[src/rtl/bcs_pkg.sv]
package bcs_pkg;

    localparam logic [2:0] BL_CODE_FOUR  = 3'b010;
    localparam logic [2:0] BL_CODE_EIGHT = 3'b011;

    typedef enum logic {
        LEN_FOUR  = 1'b0,
        LEN_EIGHT = 1'b1
    } burst_len_e;

    // index of the final beat for a given length
    function automatic logic [2:0] final_idx(input burst_len_e len);
        return (len == LEN_EIGHT) ? 3'd7 : 3'd3;
    endfunction

endpackage

[src/rtl/bcs_mode_decode.sv]
module bcs_mode_decode
    import bcs_pkg::*;
(
    input  logic [2:0]  mode_bl,
    input  logic        mode_type,
    output logic        legal,
    output burst_len_e  len
);

    always_comb begin
        legal = 1'b0;
        len   = LEN_FOUR;
        unique case (mode_bl)
            BL_CODE_FOUR: begin
                legal = ~mode_type;
                len   = LEN_FOUR;
            end
            BL_CODE_EIGHT: begin
                legal = ~mode_type;
                len   = LEN_EIGHT;
            end
            default: begin
                legal = 1'b0;
                len   = LEN_FOUR;
            end
        endcase
    end

endmodule

[src/rtl/bcs_cmd_gate.sv]
module bcs_cmd_gate (
    input  logic cmd_valid,
    input  logic busy,
    input  logic legal,
    output logic accept,
    output logic refuse,
    output logic reject_cfg
);

    // a busy engine outranks a bad mode setting
    always_comb begin
        refuse     = cmd_valid & busy;
        reject_cfg = cmd_valid & ~busy & ~legal;
        accept     = cmd_valid & ~busy & legal;
    end

endmodule

[src/rtl/bcs_addr_gen.sv]
module bcs_addr_gen
    import bcs_pkg::*;
#(
    parameter int COL_W = 10
) (
    input  logic [COL_W-1:0] base,
    input  burst_len_e       len,
    input  logic [2:0]       idx,
    output logic [COL_W-1:0] col
);

    localparam int BLK_W = 3;

    logic [BLK_W-1:0] wrap_sum;

    // modulo-8 add; the length-4 case only keeps the low two bits
    assign wrap_sum = base[BLK_W-1:0] + idx;

    for (genvar b = 0; b < BLK_W; b++) begin : g_blk_bit
        if (b < 2) begin : g_always_wrap
            assign col[b] = wrap_sum[b];
        end else begin : g_len_sel
            assign col[b] = (len == LEN_EIGHT) ? wrap_sum[b] : base[b];
        end
    end

    assign col[COL_W-1:BLK_W] = base[COL_W-1:BLK_W];

endmodule

[src/rtl/burst_col_seq.sv]
module burst_col_seq
    import bcs_pkg::*;
#(
    parameter int COL_W = 10
) (
    input  logic             clk,
    input  logic             rst_n,
    input  logic [2:0]       mode_bl,
    input  logic             mode_type,
    input  logic             cmd_valid,
    input  logic [COL_W-1:0] cmd_col,
    output logic             beat_valid,
    output logic [COL_W-1:0] beat_col,
    output logic             beat_first,
    output logic             beat_last,
    output logic             cmd_refused,
    output logic             cfg_err
);

    localparam logic [COL_W-1:0] LOW_CLR = ~(COL_W'(3));

    typedef struct packed {
        logic             active;
        logic [2:0]       idx;
        burst_len_e       len;
        logic [COL_W-1:0] base;
        logic             refused;
        logic             err;
    } seq_t;

    seq_t st_d, st_q;

    logic       legal;
    burst_len_e dec_len;
    logic       at_last;
    logic       busy;
    logic       accept;
    logic       refuse;
    logic       reject_cfg;

    bcs_mode_decode i_decode (
        .mode_bl   (mode_bl),
        .mode_type (mode_type),
        .legal     (legal),
        .len       (dec_len)
    );

    assign at_last = st_q.active && (st_q.idx == final_idx(st_q.len));
    assign busy    = st_q.active && !at_last;

    bcs_cmd_gate i_gate (
        .cmd_valid  (cmd_valid),
        .busy       (busy),
        .legal      (legal),
        .accept     (accept),
        .refuse     (refuse),
        .reject_cfg (reject_cfg)
    );

    bcs_addr_gen #(.COL_W(COL_W)) i_addr (
        .base (st_q.base),
        .len  (st_q.len),
        .idx  (st_q.idx),
        .col  (beat_col)
    );

    always_comb begin
        st_d         = st_q;
        st_d.refused = refuse;
        st_d.err     = reject_cfg;
        if (accept) begin
            st_d.active = 1'b1;
            st_d.idx    = 3'd0;
            st_d.len    = dec_len;
            st_d.base   = cmd_col & LOW_CLR;
        end else if (st_q.active) begin
            if (at_last) begin
                st_d.active = 1'b0;
                st_d.idx    = 3'd0;
            end else begin
                st_d.idx = st_q.idx + 3'd1;
            end
        end
    end

    always_ff @(posedge clk or negedge rst_n) begin
        if (!rst_n) begin
            st_q <= '0;
        end else begin
            st_q <= st_d;
        end
    end

    assign beat_valid  = st_q.active;
    assign beat_first  = st_q.active && (st_q.idx == 3'd0);
    assign beat_last   = at_last;
    assign cmd_refused = st_q.refused;
    assign cfg_err     = st_q.err;

endmodule

[config.mk]
export PLATFORM = sky130hd
export DESIGN_NAME = burst_col_seq
export DESIGN_NICKNAME = d
export VERILOG_FILES = /design/src/rtl/bcs_pkg.sv /design/src/rtl/bcs_mode_decode.sv /design/src/rtl/bcs_cmd_gate.sv /design/src/rtl/bcs_addr_gen.sv /design/src/rtl/burst_col_seq.sv
export SDC_FILE = /design/constraint.sdc
export NUM_CORES = 1
export LEC_CHECK = 0
export CAP_MARGIN = 5
export CORE_MARGIN = 5
export CORE_UTILIZATION = 45
export CTS_CLUSTER_DIAMETER = 150
export DETAILED_ROUTE_END_ITERATION = 6
export HOLD_SLACK_MARGIN = 0.12
export PLACE_DENSITY = 0.82
export SYNTH_ARGS = -nofsm -noshare
export SYNTH_HDL_FRONTEND = slang
export SYNTH_SLANG_ARGS = --single-unit
[constraint.sdc]
create_clock -name clk -period 3.3 [get_ports clk]
set_input_delay 0.66 -clock clk [delete_from_list [all_inputs] [get_ports clk]]
set_output_delay 0.66 -clock clk [all_outputs]
set_load 0.02 [all_outputs]
=== Word-level counts from Yosys, hierarchy flattened ===
Index checks and enable logic that the tools add are counted.

* Add/subtract/negate cells: 2
* Equal/unequal tests: 3
* Multiplexer cells: 8
* Bitwise operators: 7
* Reductions and logical operators: 7

{| class="wikitable"
|+ Operators by type and width
! cell !! count
|-
| $mux W4 || 2
|-
| $eq A3 B2 Y1 const B || 2
|-
| $mux W3 || 2
|-
| $and A1 B1 Y1 || 4
|-
| $mux W1 || 4
|-
| $add A3 B1 Y3 const B || 1
|-
| $add A3 B3 Y3 || 1
|-
| $eq A3 B3 Y1 || 1
|-
| $logic_and A1 B1 Y1 || 3
|-
| $logic_not A3 Y1 || 1
|-
| $not A1 Y1 || 3
|-
| $reduce_bool A2 Y1 || 1
|-
| $reduce_or A2 Y1 || 1
|-
| $logic_not A1 Y1 || 1
|}

* Flip-flop bits (word level): 15
* Output and inout bits: 15

=== Depth between registers and ports, before layout ===
Gate-level depths: netlist of the first run.

* Word-level depth: 9
* Depth in mapped cells: 4
* Mapped depth without buffers: 4

=== Hierarchy ===
A second synthesis of the first run with hierarchy kept.

* Cell total of the unflattened synthesis: 69
* Area total of the unflattened synthesis: 874.6 µm²

{| class="wikitable"
|+ Modules (own cells, without submodules)
! module !! instances !! cells an instance !! area an instance (µm²) !! sequential area each (µm²)
|-
| burst_col_seq || 1 || 52 || 718.2 || 375.4
|-
| bcs_addr_gen || 1 || 12 || 106.4 || 0.0
|-
| bcs_cmd_gate || 1 || 3 || 28.8 || 0.0
|-
| bcs_mode_decode || 1 || 2 || 21.3 || 0.0
|}

=== Worst setup path after synthesis of the first run ===
No wires, ideal clock.

* Path type: reg-to-output
* Start point: register st_q, in the netlist beat_valid
* End point: output port beat_last
* Arrival: 1.068 ns
* Data required time: 2.640 ns
* Slack: 1.572 ns
* Stages on the path, launching flop included: 3
* Buffers on the path: 1
* Cell sequence: dfrtp_1 -> clkbuf_1 -> and3_1

* Word-level cells in the longest chain between the ends: 1

{| class="wikitable"
|+ RTL lines
! item !! RTL line !! RTL
|-
| start, declared || burst_col_seq.sv:31 || <nowiki>seq_t st_d, st_q;</nowiki>
|-
| start signal, assigned || burst_col_seq.sv:90 || <nowiki>st_q <= st_d;</nowiki>
|-
| $logic_and A1 B1 Y1 || burst_col_seq.sv:48 || <nowiki>assign at_last = st_q.active && (st_q.idx == final_idx(st_q.len));</nowiki>
|-
| end, declared || burst_col_seq.sv:15 || <nowiki>output logic beat_last,</nowiki>
|}

No other way between the ends.

=== Worst setup path in the final report of the first run ===
* Start point: register st_q[15] (netlist name)
* End point: output port beat_last

* Word-level cells in the longest chain between the ends: 2

{| class="wikitable"
|+ RTL lines
! item !! RTL line
|-
| $eq A3 B3 Y1 || burst_col_seq.sv:48
|-
| $logic_and A1 B1 Y1 || burst_col_seq.sv:48
|}

No other way between the ends.

==> results of run 1 <==
==> synth_stat cells (2+ instances only) <==
cell       n  area [um2]
and3_1     2       12.51
buf_4     10       75.07
clkbuf_1   2       7.510
dfrtp_1   15       375.4
ha_1       2       25.02
inv_1      2       7.510
nand2_1    9       33.78
nand2b_1   2       12.51
nor2_1     2       7.510
nor2b_1    2       12.51
o21ai_0   10       50.05
o22ai_1    8       50.05
xnor2_1    2       17.52
==> cell families (layout without fill, tap and decap cells) <==
family                   Yosys count  count (layout)
AO/OA/AOI/OAI                     25              25
adder cells (fa/ha/maj)            2               2
buffers and inverters             16              35
XOR/XNOR                           2               2
flip-flops                        15              15
multiplexers                       1               1
AND/OR/NAND/NOR                   22              22
==> power groups by stage <==
stage / Sequential [W] / Combinational, W / Clock, W
after global placement: 0.000327 / 0.000482 / 0
after detailed placement: 0.000332 / 0.000493 / 0
after global routing: 0.000340 / 0.000528 / 0.000118
after CTS: 0.000327 / 0.000496 / 0.000107
final: 0.000327 / 0.000491 / 0.000102
after floorplan: 0.000323 / 0.000361 / 0
==> path summary, 6_finish.rpt <==
check                                     start                    to  slack [ns]  cells after the start
max in group asynchronous                 rst_n  st_q[13]$_DFFE_PN0P_        2.06                      1
hold reg to reg             st_q[8]$_DFFE_PN0P_   st_q[8]$_DFFE_PN0P_        0.55                      2
setup / recovery           st_q[15]$_DFFE_PN0P_             beat_last        0.82                      3
hold / removal              st_q[8]$_DFFE_PN0P_   st_q[8]$_DFFE_PN0P_        0.55                      2
min in group asynchronous                 rst_n     cfg_err$_DFF_PN0_        0.79                      1
setup reg to reg           beat_valid$_DFF_PN0_  st_q[13]$_DFFE_PN0P_        1.74                      2
==> per-layer routing <==
layer	wire, um	global-route usage	up-vias
met2	879	0.2521	22
met3	145	0.04558	2
met4	19	0.1021	0
met5	0	0	-
met1	762	0.1393	310
li1	-	-	324
==> worst register-to-register path, stage by stage (launching register included) <==
cell      delay, ns
dfrtp_1        0.64
a21boi_2       0.59
mux2_2         0.26
==> sequential cells by signal (all words and copies together) (netlist names) <==
signal       count
cfg_err          1
beat_valid       1
cmd_refused      1
st_q            12
==> through the flow <==
stage,hold WS [ns],instance area [um2],utilization,instances,setup slack (ns)
after CTS,0.5582,1071,0.6203,127,0.8100
after global placement,0.5275,1045,0.6051,123,1.051
after global routing,0.5927,1071,0.6203,127,0.7293
final,0.5505,1071,0.6203,127,0.8243
after floorplan,0.3644,822.0,-,83,1.572
after detailed placement,0.5454,1045,0.6051,123,1.055
==> cell usage in the layout (no fill, tap or decap) <==
| cell | count |
|---|---|
| a21boi_2 | 1 |
| a22o_1 | 1 |
| a22oi_1 | 1 |
| a32o_1 | 1 |
| a32oi_1 | 1 |
| and2_1 | 1 |
| and2b_1 | 1 |
| and3_1 | 2 |
| and3b_1 | 1 |
| and4bb_2 | 1 |
| clkbuf_1 | 1 |
| clkbuf_4 | 3 |
| clkdlybuf4s50_1 | 29 |
| dfrtp_1 | 15 |
| ha_1 | 2 |
| inv_1 | 2 |
| mux2_2 | 1 |
| nand2_1 | 9 |
| nand2b_1 | 2 |
| nand4bb_1 | 1 |
| nor2_1 | 2 |
| nor2b_1 | 2 |
| o211ai_1 | 1 |
| o21ai_0 | 10 |
| o21bai_1 | 1 |
| o22ai_1 | 8 |
| xnor2_1 | 2 |
==> layout make-up <==
class	count	area, um2
clock buffers	4	26.28
repair buffers	29	290.3
multi-input cells	52	340.3
fillers	158	655.6
flip-flops and latches	15	375.4
well taps	25	31.28
inverters	2	7.507
==> flow_metrics.env, run 1 <==
export IMPL_status="complete, no violations"
export IMPL_synth_enable_flop_cells=0
export IMPL_num_rows=15
export IMPL_cts_setup_buffers=0
export IMPL_synth_ff_type="dfrtp_1"
export IMPL_grt_ovfl_total=0
export IMPL_clockBufferDepth=2
export IMPL_fp_dieW_um=52.74
export IMPL_clkSinkCount=15
export IMPL_wl_per_cell_um=14.23
export IMPL_drc=0
export IMPL_syn_area_um2=822.0
export IMPL_ir_drop_mv=0.3862
export IMPL_cp_max_fo=6
export IMPL_cts_tree="yes"
export IMPL_syn_inst=83
export IMPL_combPwrFrac=0.534
export IMPL_vias=658
export IMPL_clockRootBuffer="clkbuf_4"
export IMPL_finalCritPeriodShare=0.7502
export IMPL_grt_pass1_wl_um=2842
export IMPL_setup_viol=0
export IMPL_critPathMaxStageDelay_ns=0.61
export IMPL_maxCapViolCount=0
export IMPL_path_buf_inv=1
export IMPL_core_um2=1727
export IMPL_ioPinCount=32
export IMPL_swShare=0.3975
export IMPL_async_reset_ff_frac=1.000
export IMPL_avgViaCountPerCell=5.181
export IMPL_start_kind="flop"
export IMPL_die_area_um2=2782
export IMPL_clockPowerShare=0.111
export IMPL_synthAdderAreaFrac=0.03044
export IMPL_power_density_nw_per_um2=858.4
export IMPL_syn_area_per_cell_um2=9.904
export IMPL_drtAntennaViolNets=0
export IMPL_fmax_mhz=403.9
export IMPL_fin_skew_ns=0.003560
export IMPL_track_usage=0.1435
export IMPL_die_h_um=52.74
export IMPL_seq_power_share=0.355
export IMPL_max_slew_margin_rel=0.5385
export IMPL_grt_max_degree=19
export IMPL_portBuffers=29
export IMPL_initial_core_util=0.4761
export IMPL_ys_seq_elements=15
export IMPL_critPathKind="reg2out"
export IMPL_cp_required_ns=2.64
export IMPL_synth_warnings=0
export IMPL_critPathCaptureType="primary output"
export IMPL_nets=122
export IMPL_fin_tns_setup_ns=0
export IMPL_syn_nets=102
export IMPL_synth_cell_types=28
export IMPL_routabilityCongestion=0.7193
export IMPL_p_leak_nw=0.4322
export IMPL_layout_drive_gt1_share=0.05882
export IMPL_internal_power_w=0.0005540
export IMPL_diodes=0
export IMPL_rsz0062_at_grt="false"
export IMPL_hpwl_um=1306
export IMPL_synth_compound_area_frac=0.1963
export IMPL_area_growth_pct=30.29
export IMPL_synth_mux_area_fraction=0.01370
export IMPL_ys_seq_area_frac=0.4566
export IMPL_grt_pass1_vias=687
export IMPL_ctsHoldBuffers=0
export IMPL_yosys_area_share_simple=0.1522
export IMPL_critical_path_cell_chain="xnor2_1 -> and3_1 -> clkdlybuf4s50_1"
export IMPL_numCtsBuffers=3
export IMPL_cts_resized=0
export IMPL_hold_path_class="reg2reg"
export IMPL_synth_top_family_by_area="compound AO/OA/AOI/OAI gates"
export IMPL_initialDrtViolationCount=12
export IMPL_synth_xor_area_frac=0.02131
export IMPL_hold_viol_final=0
export IMPL_htreeDepth=1
export IMPL_crit_family="buffers and inverters"
export IMPL_finalPower_w=0.0009194
export IMPL_tightest_slew_ns=0.6900
export IMPL_antenna_found_initial=0
export IMPL_crit_slowest_cell="clkdlybuf4s50_1"
export IMPL_switchingPower_w=0.0003654
export IMPL_finalCriticalPeriod_ns=2.476
export IMPL_path_clk_slew_ns=0.09
export IMPL_drt_first_pass_iters=4
export IMPL_drt_wl_total_um=1807
export IMPL_maxSlewViolCount=0
export IMPL_clock_latency_ns=0.27
export IMPL_cp_arrival_ns=1.82
Note: power is estimated with default switching activity, not from simulation.
==> inputs of run 2 (changes only) <==
Settings changed: CORE_UTILIZATION 45 to 42, PLACE_DENSITY 0.82 to 0.77.
Clock period 3.3 ns to 2.3 ns, I/O delays scaled along.
==> run 2 against run 1 <==
Sequential share of layout area is 0.72 points lower. Clock power is 41% higher. Via count is 3.5% higher. Combinational power is 53% higher. Worst hold slack better by 0.0099 ns. First-iteration DRC count is 42% lower. Worst setup slack worse by 0.64 ns. Critical path type unchanged.
==> flow_metrics.env, run 2 (synthesized netlist as in run 1, its figures left out) <==
export IMPL_fp_dieW_um=54.24
export IMPL_critPathKind="reg2out"
export IMPL_hold_viol_final=0
export IMPL_cp_arrival_ns=1.66
export IMPL_clkSinkCount=15
export IMPL_crit_slowest_cell="clkdlybuf4s50_1"
export IMPL_fin_util=0.5690
export IMPL_wl_per_cell_um=13.55
export IMPL_status="complete, no violations"
export IMPL_layout_drive_gt1_share=0.08738
export IMPL_use_met2=0.2012
export IMPL_drt_first_pass_iters=4
export IMPL_clockBufferDepth=2
export IMPL_finalCritPeriodShare=0.9208
export IMPL_largest_reg_flops=12
export IMPL_power_density_nw_per_um2=1226
export IMPL_finalWorstSetupSlack_ns=0.1822
export IMPL_fmax_mhz=472.2
export IMPL_initialDrtViolationCount=7
export IMPL_fill_cells=194
export IMPL_start_kind="flop"
export IMPL_place_ws_ns=0.2405
export IMPL_die_h_um=54.24
export IMPL_grt_max_degree=16
export IMPL_min_from="st_q[8]$_DFFE_PN0P_"
export IMPL_drtAntennaViolNets=0
export IMPL_grt_pass1_wl_um=2746
export IMPL_htreeDepth=1
export IMPL_setup_viol=0
export IMPL_use_met3=0.03542
export IMPL_grt_busiest_layer="met2"
export IMPL_path_clk_slew_ns=0.08
export IMPL_cts_setup_buffers=0
export IMPL_grt_ovfl_total=0
export IMPL_cts_tree="yes"
export IMPL_regMostFlops="st_q"
export IMPL_nets=123
export IMPL_p_leak_nw=0.4615
export IMPL_initial_core_util=0.4277
export IMPL_grt_pass1_vias=628
export IMPL_clockRootBuffer="clkbuf_4"
export IMPL_crit_path_start="st_q[13]$_DFFE_PN0P_"
export IMPL_max_slew_margin_rel=0.5602
export IMPL_track_usage=0.1272
export IMPL_ioPinCount=32
export IMPL_finalPower_w=0.001340
export IMPL_hpwl_um=1305
export IMPL_critPathMaxStageDelay_ns=0.60
export IMPL_rsz0062_at_grt="false"
export IMPL_drc=0
export IMPL_vias=681
export IMPL_stdcell_count=130
export IMPL_grt_met1_usage=0.1687
export IMPL_numCtsBuffers=3
export IMPL_maxCapViolCount=0
export IMPL_mostFrequentLayoutCells="clkdlybuf4s50_1, dfrtp_1, o21ai_0"
export IMPL_final_common_cell="clkdlybuf4s50_1"
export IMPL_multi_input_area_um2=350.3
export IMPL_area_growth_pct=33.03
export IMPL_placed_cells=126
export IMPL_ir_drop_mv=0.7908
export IMPL_regArea_um2=375.4
export IMPL_antenna_found_initial=0
export IMPL_r2r_start="st_q[13]$_DFFE_PN0P_"
export IMPL_fin_skew_ns=0.005149
export IMPL_critical_path_cell_chain="inv_1 -> ha_1 -> and3b_1 -> clkdlybuf4s50_1"
export IMPL_core_um2=1922
export IMPL_cp_required_ns=1.84
export IMPL_tightest_slew_ns=0.6577
export IMPL_critPathCaptureType="primary output"
export IMPL_clock_latency_ns=0.27
export IMPL_fin_tns_setup_ns=0
export IMPL_die_area_um2=2942
export IMPL_ctsHoldBuffers=0
export IMPL_drt_wl_total_um=1761
export IMPL_finalCriticalPeriod_ns=2.118
export IMPL_cp_max_fo=4
export IMPL_maxSlewViolCount=0
export IMPL_avgViaCountPerCell=5.238
export IMPL_num_rows=16
export IMPL_routabilityCongestion=0.7394
export IMPL_diodes=0
export IMPL_hold_path_class="reg2reg"
export IMPL_portBuffers=29
run 2: cell types whose count changed in the layout (fill, tap and decap cells not counted):
cell             previous run  this run
ha_2                        0         1
xnor2_2                     0         1
dlymetal6s2s_1              0         1
buf_4                       0         1
xnor2_1                     2         1
ha_1                        2         1
clkdlybuf4s50_1            29        28
run 2: final timing paths:
path / endpoint / slack (ns) / cells past startpoint
worst max-delay path: beat_first / 0.18 / 4
worst min-delay path: st_q[8]$_DFFE_PN0P_ / 0.56 / 2
worst max register to register: st_q[6]$_DFFE_PN0P_ / 0.86 / 3
worst min register to register: st_q[8]$_DFFE_PN0P_ / 0.56 / 2
max in group asynchronous: beat_valid$_DFF_PN0_ / 1.29 / 1
min in group asynchronous: st_q[9]$_DFFE_PN0P_ / 0.58 / 1
run 2: cell type report:
| type | count | area share |
|---|---|---|
| sequential | 15 | 0.3432 |
| inverter | 2 | 0.006865 |
| clock buffer | 4 | 0.02403 |
| tap | 27 | 0.03089 |
| multi-input combinational | 52 | 0.3204 |
| timing repair buffer | 30 | 0.2746 |
run 2: metrics by stage:
stage | hold slack [ns] | cell area [um2]
4_1_cts | 0.5623 | 1081
6_report | 0.5603 | 1094
5_1_grt | 0.5961 | 1094
2_1_floorplan | 0.1644 | 822.0
3_3_place_gp | 0.5336 | 1055
3_5_place_dp | 0.5479 | 1055
run 2: what timing repair did:
action                                 in CTS  in global routing
setup endpoints to repair                   0                  1
endpoints found under the hold margin       0                  0
resized for setup                           0                  3
run 2: worst max-delay path: cells and delay by family, from the launching register on:
family | cells | cell delay, ns
DFF | 1 | 0.43
buffers and inverters | 2 | 0.68
and+or+nand+nor | 1 | 0.15
adders and majority gates | 1 | 0.13
run 2: report_power, final:
part / leakage, nW / internal [W] / switching [W] / total, W
Clock: 0.0150 / 0.0000671 / 0.0000774 / 0.000144
Sequential: 0.184 / 0.000371 / 0.0000737 / 0.000445
Combinational: 0.262 / 0.000373 / 0.000377 / 0.000751
Total: 0.461 / 0.000812 / 0.000528 / 0.00134
run 2: per-layer routing:
metal / part of all wire / routed length, um / vias up
met5: 0 / 0 / -
met4: 0 / 0 / 0
met3: 0.11 / 190 / 0
met2: 0.45 / 794 / 27
met1: 0.44 / 776 / 328
li1: - / - / 326
